==> src/rtl/vit_pkg.sv <==
package vit_pkg;

    localparam int VEC_W    = 8;
    localparam int MASK_POS = 16;

    typedef enum logic [1:0] {
        SEL_COUNT  = 2'd0,
        SEL_MATCH  = 2'd1,
        SEL_VECTOR = 2'd2,
        SEL_NONE   = 2'd3
    } vit_sel_e;

    typedef struct packed {
        logic             masked;
        logic [VEC_W-1:0] code;
    } vit_cfg_t;

    typedef struct packed {
        logic             valid;
        logic [VEC_W-1:0] code;
    } vit_evt_t;

    localparam vit_cfg_t CFG_RESET = '{masked: 1'b1, code: '0};
    localparam vit_evt_t EVT_IDLE  = '{valid: 1'b0, code: '0};

    function automatic logic [MASK_POS:0] cfg_image(input vit_cfg_t c);
        logic [MASK_POS:0] r;
        r = '0;
        r[MASK_POS]    = c.masked;
        r[VEC_W-1:0]   = c.code;
        return r;
    endfunction

endpackage

==> src/rtl/vit_guest_clock.sv <==
module vit_guest_clock #(
    parameter int CNT_W = 64
) (
    input  logic             clk,
    input  logic             rst,
    input  logic [CNT_W-1:0] host_cnt,
    input  logic             set_en,
    input  logic [CNT_W-1:0] set_val,
    input  logic             exp_en,
    input  logic [CNT_W-1:0] exp_floor,
    output logic [CNT_W-1:0] guest,
    output logic [CNT_W-1:0] floor_q
);
    logic [CNT_W-1:0] offset_q;
    logic [CNT_W-1:0] raw;

    always_comb begin
        raw   = host_cnt + offset_q;
        guest = (raw >= floor_q) ? raw : floor_q;
    end

    always_ff @(posedge clk) begin
        if (rst) begin
            offset_q <= '0 - host_cnt;
            floor_q  <= '0;
        end else if (set_en) begin
            offset_q <= set_val - host_cnt;
            floor_q  <= '0;
        end else if (exp_en) begin
            floor_q  <= exp_floor;
        end
    end
endmodule

==> src/rtl/vit_match_unit.sv <==
module vit_match_unit #(
    parameter int CNT_W = 64
) (
    input  logic             clk,
    input  logic             rst,
    input  logic             any_wr,
    input  logic             match_wr,
    input  logic             cnt_wr,
    input  logic [CNT_W-1:0] wdata,
    input  logic [CNT_W-1:0] floor_val,
    input  logic [CNT_W-1:0] guest,
    output logic [CNT_W-1:0] match_q,
    output logic             armed_q,
    output logic             expire,
    output logic             arm_pulse,
    output logic [CNT_W-1:0] exp_floor
);
    always_comb begin
        arm_pulse = match_wr && (wdata > floor_val);
        expire    = armed_q && !any_wr && (guest >= match_q);
        exp_floor = match_q + CNT_W'(1);
    end

    always_ff @(posedge clk) begin
        if (rst) begin
            match_q <= '0;
            armed_q <= 1'b0;
        end else if (match_wr) begin
            match_q <= wdata;
            armed_q <= arm_pulse;
        end else if (cnt_wr) begin
            if (armed_q && (wdata >= match_q))
                armed_q <= 1'b0;
        end else if (expire) begin
            armed_q <= 1'b0;
        end
    end
endmodule

==> src/rtl/vit_vector_unit.sv <==
module vit_vector_unit
    import vit_pkg::*;
(
    input  logic             clk,
    input  logic             rst,
    input  logic             vec_wr,
    input  logic             wr_mask,
    input  logic [VEC_W-1:0] wr_code,
    input  logic             expire,
    input  logic             arm_pulse,
    output vit_cfg_t         cfg_q,
    output logic             pending_q,
    output vit_evt_t         irq_q,
    output vit_evt_t         cancel_q
);
    always_ff @(posedge clk) begin
        if (rst) begin
            cfg_q     <= CFG_RESET;
            pending_q <= 1'b0;
            irq_q     <= EVT_IDLE;
            cancel_q  <= EVT_IDLE;
        end else begin
            irq_q.valid    <= 1'b0;
            cancel_q.valid <= 1'b0;
            if (vec_wr) begin
                cfg_q.masked <= wr_mask;
                cfg_q.code   <= wr_code;
                if (!wr_mask && pending_q) begin
                    irq_q     <= '{valid: 1'b1, code: wr_code};
                    pending_q <= 1'b0;
                end
            end
            if (expire) begin
                if (cfg_q.masked)
                    pending_q <= 1'b1;
                else
                    irq_q <= '{valid: 1'b1, code: cfg_q.code};
            end
            if (arm_pulse)
                cancel_q <= '{valid: 1'b1, code: cfg_q.code};
        end
    end
endmodule

==> src/rtl/vit_timer.sv <==
module vit_timer
    import vit_pkg::*;
#(
    parameter int CNT_W = 64
) (
    input  logic             clk,
    input  logic             rst,
    input  logic [CNT_W-1:0] host_cnt,
    input  logic             wr_en,
    input  logic [1:0]       wr_sel,
    input  logic [CNT_W-1:0] wr_data,
    input  logic [1:0]       rd_sel,
    output logic [CNT_W-1:0] rd_data,
    output logic             irq_valid,
    output logic [VEC_W-1:0] irq_vec,
    output logic             cancel_valid,
    output logic [VEC_W-1:0] cancel_vec
);
    localparam int PAD_W = CNT_W - MASK_POS - 1;

    vit_sel_e         wsel, rsel;
    logic             cnt_wr, match_wr, vec_wr;
    logic [CNT_W-1:0] guest, floor_q, match_q, exp_floor;
    logic             armed_q, expire, arm_pulse, pending_q;
    vit_cfg_t         cfg_q;
    vit_evt_t         irq_q, cancel_q;

    always_comb begin
        wsel     = vit_sel_e'(wr_sel);
        rsel     = vit_sel_e'(rd_sel);
        cnt_wr   = wr_en && (wsel == SEL_COUNT);
        match_wr = wr_en && (wsel == SEL_MATCH);
        vec_wr   = wr_en && (wsel == SEL_VECTOR);
    end

    vit_guest_clock #(.CNT_W(CNT_W)) u_clock (
        .clk      (clk),
        .rst      (rst),
        .host_cnt (host_cnt),
        .set_en   (cnt_wr),
        .set_val  (wr_data),
        .exp_en   (expire),
        .exp_floor(exp_floor),
        .guest    (guest),
        .floor_q  (floor_q)
    );

    vit_match_unit #(.CNT_W(CNT_W)) u_match (
        .clk      (clk),
        .rst      (rst),
        .any_wr   (wr_en),
        .match_wr (match_wr),
        .cnt_wr   (cnt_wr),
        .wdata    (wr_data),
        .floor_val(floor_q),
        .guest    (guest),
        .match_q  (match_q),
        .armed_q  (armed_q),
        .expire   (expire),
        .arm_pulse(arm_pulse),
        .exp_floor(exp_floor)
    );

    vit_vector_unit u_vector (
        .clk      (clk),
        .rst      (rst),
        .vec_wr   (vec_wr),
        .wr_mask  (wr_data[MASK_POS]),
        .wr_code  (wr_data[VEC_W-1:0]),
        .expire   (expire),
        .arm_pulse(arm_pulse),
        .cfg_q    (cfg_q),
        .pending_q(pending_q),
        .irq_q    (irq_q),
        .cancel_q (cancel_q)
    );

    always_comb begin
        unique case (rsel)
            SEL_COUNT:  rd_data = guest;
            SEL_MATCH:  rd_data = match_q;
            SEL_VECTOR: rd_data = {{PAD_W{1'b0}}, cfg_image(cfg_q)};
            default:    rd_data = '0;
        endcase
        irq_valid    = irq_q.valid;
        irq_vec      = irq_q.code;
        cancel_valid = cancel_q.valid;
        cancel_vec   = cancel_q.code;
    end
endmodule

==> config.mk <==
export PLATFORM = sky130hd
export DESIGN_NAME = vit_timer
export DESIGN_NICKNAME = d
export VERILOG_FILES = /design/src/rtl/vit_pkg.sv /design/src/rtl/vit_guest_clock.sv /design/src/rtl/vit_match_unit.sv /design/src/rtl/vit_vector_unit.sv /design/src/rtl/vit_timer.sv
export SDC_FILE = /design/constraint.sdc
export NUM_CORES = 1
export LEC_CHECK = 0
export ABC_AREA = 0
export BUFFER_PORTS_ARGS = -buffer_cell sky130_fd_sc_hd__clkbuf_2
export CAP_MARGIN = 20
export CORE_UTILIZATION = 37
export CTS_CLUSTER_SIZE = 16
export DETAILED_ROUTE_END_ITERATION = 8
export MAX_ROUTING_LAYER = met4
export PLACE_DENSITY = 0.6
export SYNTH_ARGS = -nofsm -noshare
export SYNTH_HDL_FRONTEND = slang
export SYNTH_SLANG_ARGS = --single-unit
==> constraint.sdc <==
create_clock -name clk -period 12.9 [get_ports clk]
set_clock_uncertainty 0.05 [all_clocks]
set_input_delay 0.645 -clock clk [delete_from_list [all_inputs] [get_ports clk]]
set_output_delay 0.645 -clock clk [all_outputs]
set_load 0.01 [all_outputs]
==> key figures <==
Synth
  • Largest family of logic cells by synthesized area: compound AO/OA/AOI/OAI gates
  • Synth area leaders: ha_1, dfxtp_1, edfxtp_1, a21oi_1, nand2_1
  • Most common cell in the netlist: ha_1
  • Synthesized cell area: between 20000 and 25000 um2
  • Distinct cell type count after synthesis: 85
  • Yosys top cell by area: ha_1
  • Post-synthesis compound-gate area fraction: 24.7%
  • Warnings from Yosys: 0
  • Post-synthesis mux area share: 3.04%
  • Mapped Nets: 3659
  • Syn_area_per_cell: 7.75 um2
  • Asr flop ratio synth: 0%
  • Sequential area share after synthesis: approximately a fifth
  • FF+latch count, synth: 221
  • Synth Area in Adders: around 20%
  • Share of the synthesized area in the top cell type: 19.7%
  • Post-synth EDFFs: 64
  • Post-synth top cells: ha_1, nand2_1, a21oi_1
  • Ys flop type: dfxtp_1
  • Post-Synth Simple-Gate Area: approximately a fifth
  • Xor and xnor area share after synthesis: 6.62%
  • Cells after Synth: 3139

Die
  • Num ports: 217
  • Die area: 66800 um2
  • Placeable Area: 64700 um2
  • Die height: 258 um
  • Die width: 258 um
  • # rows: 93
  • Initial Util: 37.6%

Setup path
  • Startpoint types: flop
  • R2R setup slack: 2.53 ns
  • CP Data Required Time: about 13 ns
  • Critical Path Sink Type: flop
  • Max incr delay on CP: 0.89 ns
  • WP data arrival: approximately 11 ns
  • Class of the most critical setup path: flop to flop
  • Critical-path top delay cell: o31ai_4
  • Worst-path fanout max: approximately 90

Timing
  • Final setup violating endpoints: 0
  • Tcrit/Tclk final: approximately four fifths
  • Highest Clock Rate: 0.0964 GHz
  • RSZ-0062 raised after global routing: no
  • Final TNS setup: 0 ns
  • Min cycle time layout: 10.37 ns
  • Fin. max-slew vios: 0
  • Hold Fails Final Rpt: 0
  • Worst Tran Pin Value: 1.05 ns
  • Slew margin rel.: between 20 and 30%

CTS
  • # clock sinks: 221
  • Worst-skew pair later-pin latency: 0.61 ns
  • TritonCTS clock tree: done
  • CTS Buffer Depth: 3
  • Setup bufs post-CTS: 0
  • CTS H-tree depth: 1
  • Post-cts resize count: 0
  • CTS clk-pin slew, worst paths: approximately 0.06 ns
  • Num CTS Buffers: 30
  • Hold-fix buffers, CTS: 0
  • Root Buffer: clkbuf_16

Cells and area
  • Share of cells above drive strength 1: 11.1%
  • Final Util: 41.9%
  • Final nets: 3783
  • Fillcell total: 6741
  • Area Growth Syn to Fin: 11.5%
  • Cell area after layout: 27100 um2

Route
  • Vias per Instance: around 5.7
  • DRC viols: 0
  • Number of detailed-route iterations in the first pass: 6
  • Vias: approximately 24000
  • Initial DRC Count: 2042
  • Antenna Nets Post-Route: 0
  • Final wirelength: 89600 um
  • Avg WL per Cell: 21.6 um

Power
  • P per Cell Area: 141 nW/um2
  • Leak: roughly 11 nW
  • Maximum VDD drop: 0.130 mV
  • Design Power: 3.83 mW

Placed design
  • Post-DP Area: 26100 um2
  • GP Congestion: 0.981
  • DP Wirelength: between 70000 and 80000 um
  • Port bufs: approximately 220

Global routing
  • GRT Overall Usage: 26.8%
  • Total grt overflow: 0
  • Vias in the first global route: between 20000 and 25000
  • First-pass GRT wire length: 135000 um
  • Antenna violations before repair: 4
  • Pin count of the biggest net entering global routing: 105

Outcome
  • Status: finished, final reports clean

Flow run
  • Max cap viols: 0

Min path
  • Hold crit path type: primary input to flop
[report_power, final]
group | leakage [nW] | internal [mW] | switching, mW
Sequential | 1.90 | 0.782 | 0.0315
Clock | 0.499 | 0.522 | 0.361
Combinational | 8.92 | 0.852 | 1.28
[sequential cells by signal, indices dropped and copies added (netlist names)]
signal / count
u_match.match_q: 64
u_clock.offset_q: 64
u_match.armed_q: 1
u_vector.cfg_q: 9
u_clock.floor_q: 64
u_vector.irq_q: 9
u_vector.cancel_q: 9
u_vector.pending_q: 1
[critical path, delay by kind of cell (launching register included)]
family | cells | cell delay (ns)
DFF | 1 | 0.33
adders and majority gates | 4 | 1.10
buffers and inverters | 3 | 1.11
and+or+nand+nor | 8 | 1.90
AOI/OAI and AO/OA | 12 | 4.82
xor gates and xnor gates | 1 | 0.48
muxes | 1 | 0.40
[through the flow]
| stage | hold WS, ns | setup WS [ns] | instances |
|---|---|---|---|
| floorplan | 0.386 | 5.29 | 3139 |
| global placement | 0.396 | 2.58 | 4086 |
| detailed placement | 0.401 | 2.32 | 4086 |
| CTS | 0.273 | 2.72 | 4142 |
| global route | 0.305 | 1.93 | 4145 |
| finish | 0.296 | 2.53 | 4145 |
[layer usage]
metal	GRT usage, %	wire length [um]	vias up
li1	-	-	11630
met1	36.7	41400	11214
met2	42.2	40400	789
met3	2.55	5460	117
met4	6.66	2330	0
met5	-	0	-
[worst paths after layout]
kind | startpoint | cells past startpoint | end
setup / recovery | u_clock.offset_q[0]$_DFFE_PP_ | 29 | u_clock.floor_q[22]$_SDFFE_PP0N_
hold / removal | wr_data[55] | 3 | u_match.match_q[55]$_SDFFE_PP0P_
setup reg to reg | u_clock.offset_q[0]$_DFFE_PP_ | 29 | u_clock.floor_q[22]$_SDFFE_PP0N_
hold reg to reg | u_match.match_q[49]$_SDFFE_PP0P_ | 2 | u_match.match_q[49]$_SDFFE_PP0P_
[cells in the final DEF, fill, tap and decap left out, types with 33 or more instances in the layout]
master	netlist	final
a211oi_1	100	100
nor3_1	50	50
dfxtp_1	157	157
nor2b_1	82	82
mux2_2	47	47
o21a_1	33	33
o21ai_0	128	128
nand2_1	332	332
nand3_1	68	68
edfxtp_1	64	64
xor2_1	46	46
clkbuf_2	0	213
nor2_1	227	227
inv_1	235	235
nand4_1	90	90
ha_1	383	383
a21oi_1	320	320
a21o_1	141	141
xnor2_1	138	138
[area by class of cell]
class                      count  area [um2]  area share [%]
multi-input combinational   2544       17900            65.8
clock buffer                  40         851            3.14
antenna                        3        7.51          0.0277
timing repair buffer         229        1210            4.47
clock inverter                16         170           0.627
inverter                     237         890            3.28
tap                          855        1070            3.94
sequential                   221        5060            18.7
[logic make-up (layout without fill, tap and decap cells)]
logic type                 Yosys count  after routing
and+or+nand+nor                    976            976
AOI/OAI and AO/OA                  931            931
adders and majority gates          385            385
buffers and inverters              374            522
DFF                                221            221
xor gates and xnor gates           184            184
muxes                               68             68
other                                0              3
(Power assumes the default switching activity.)
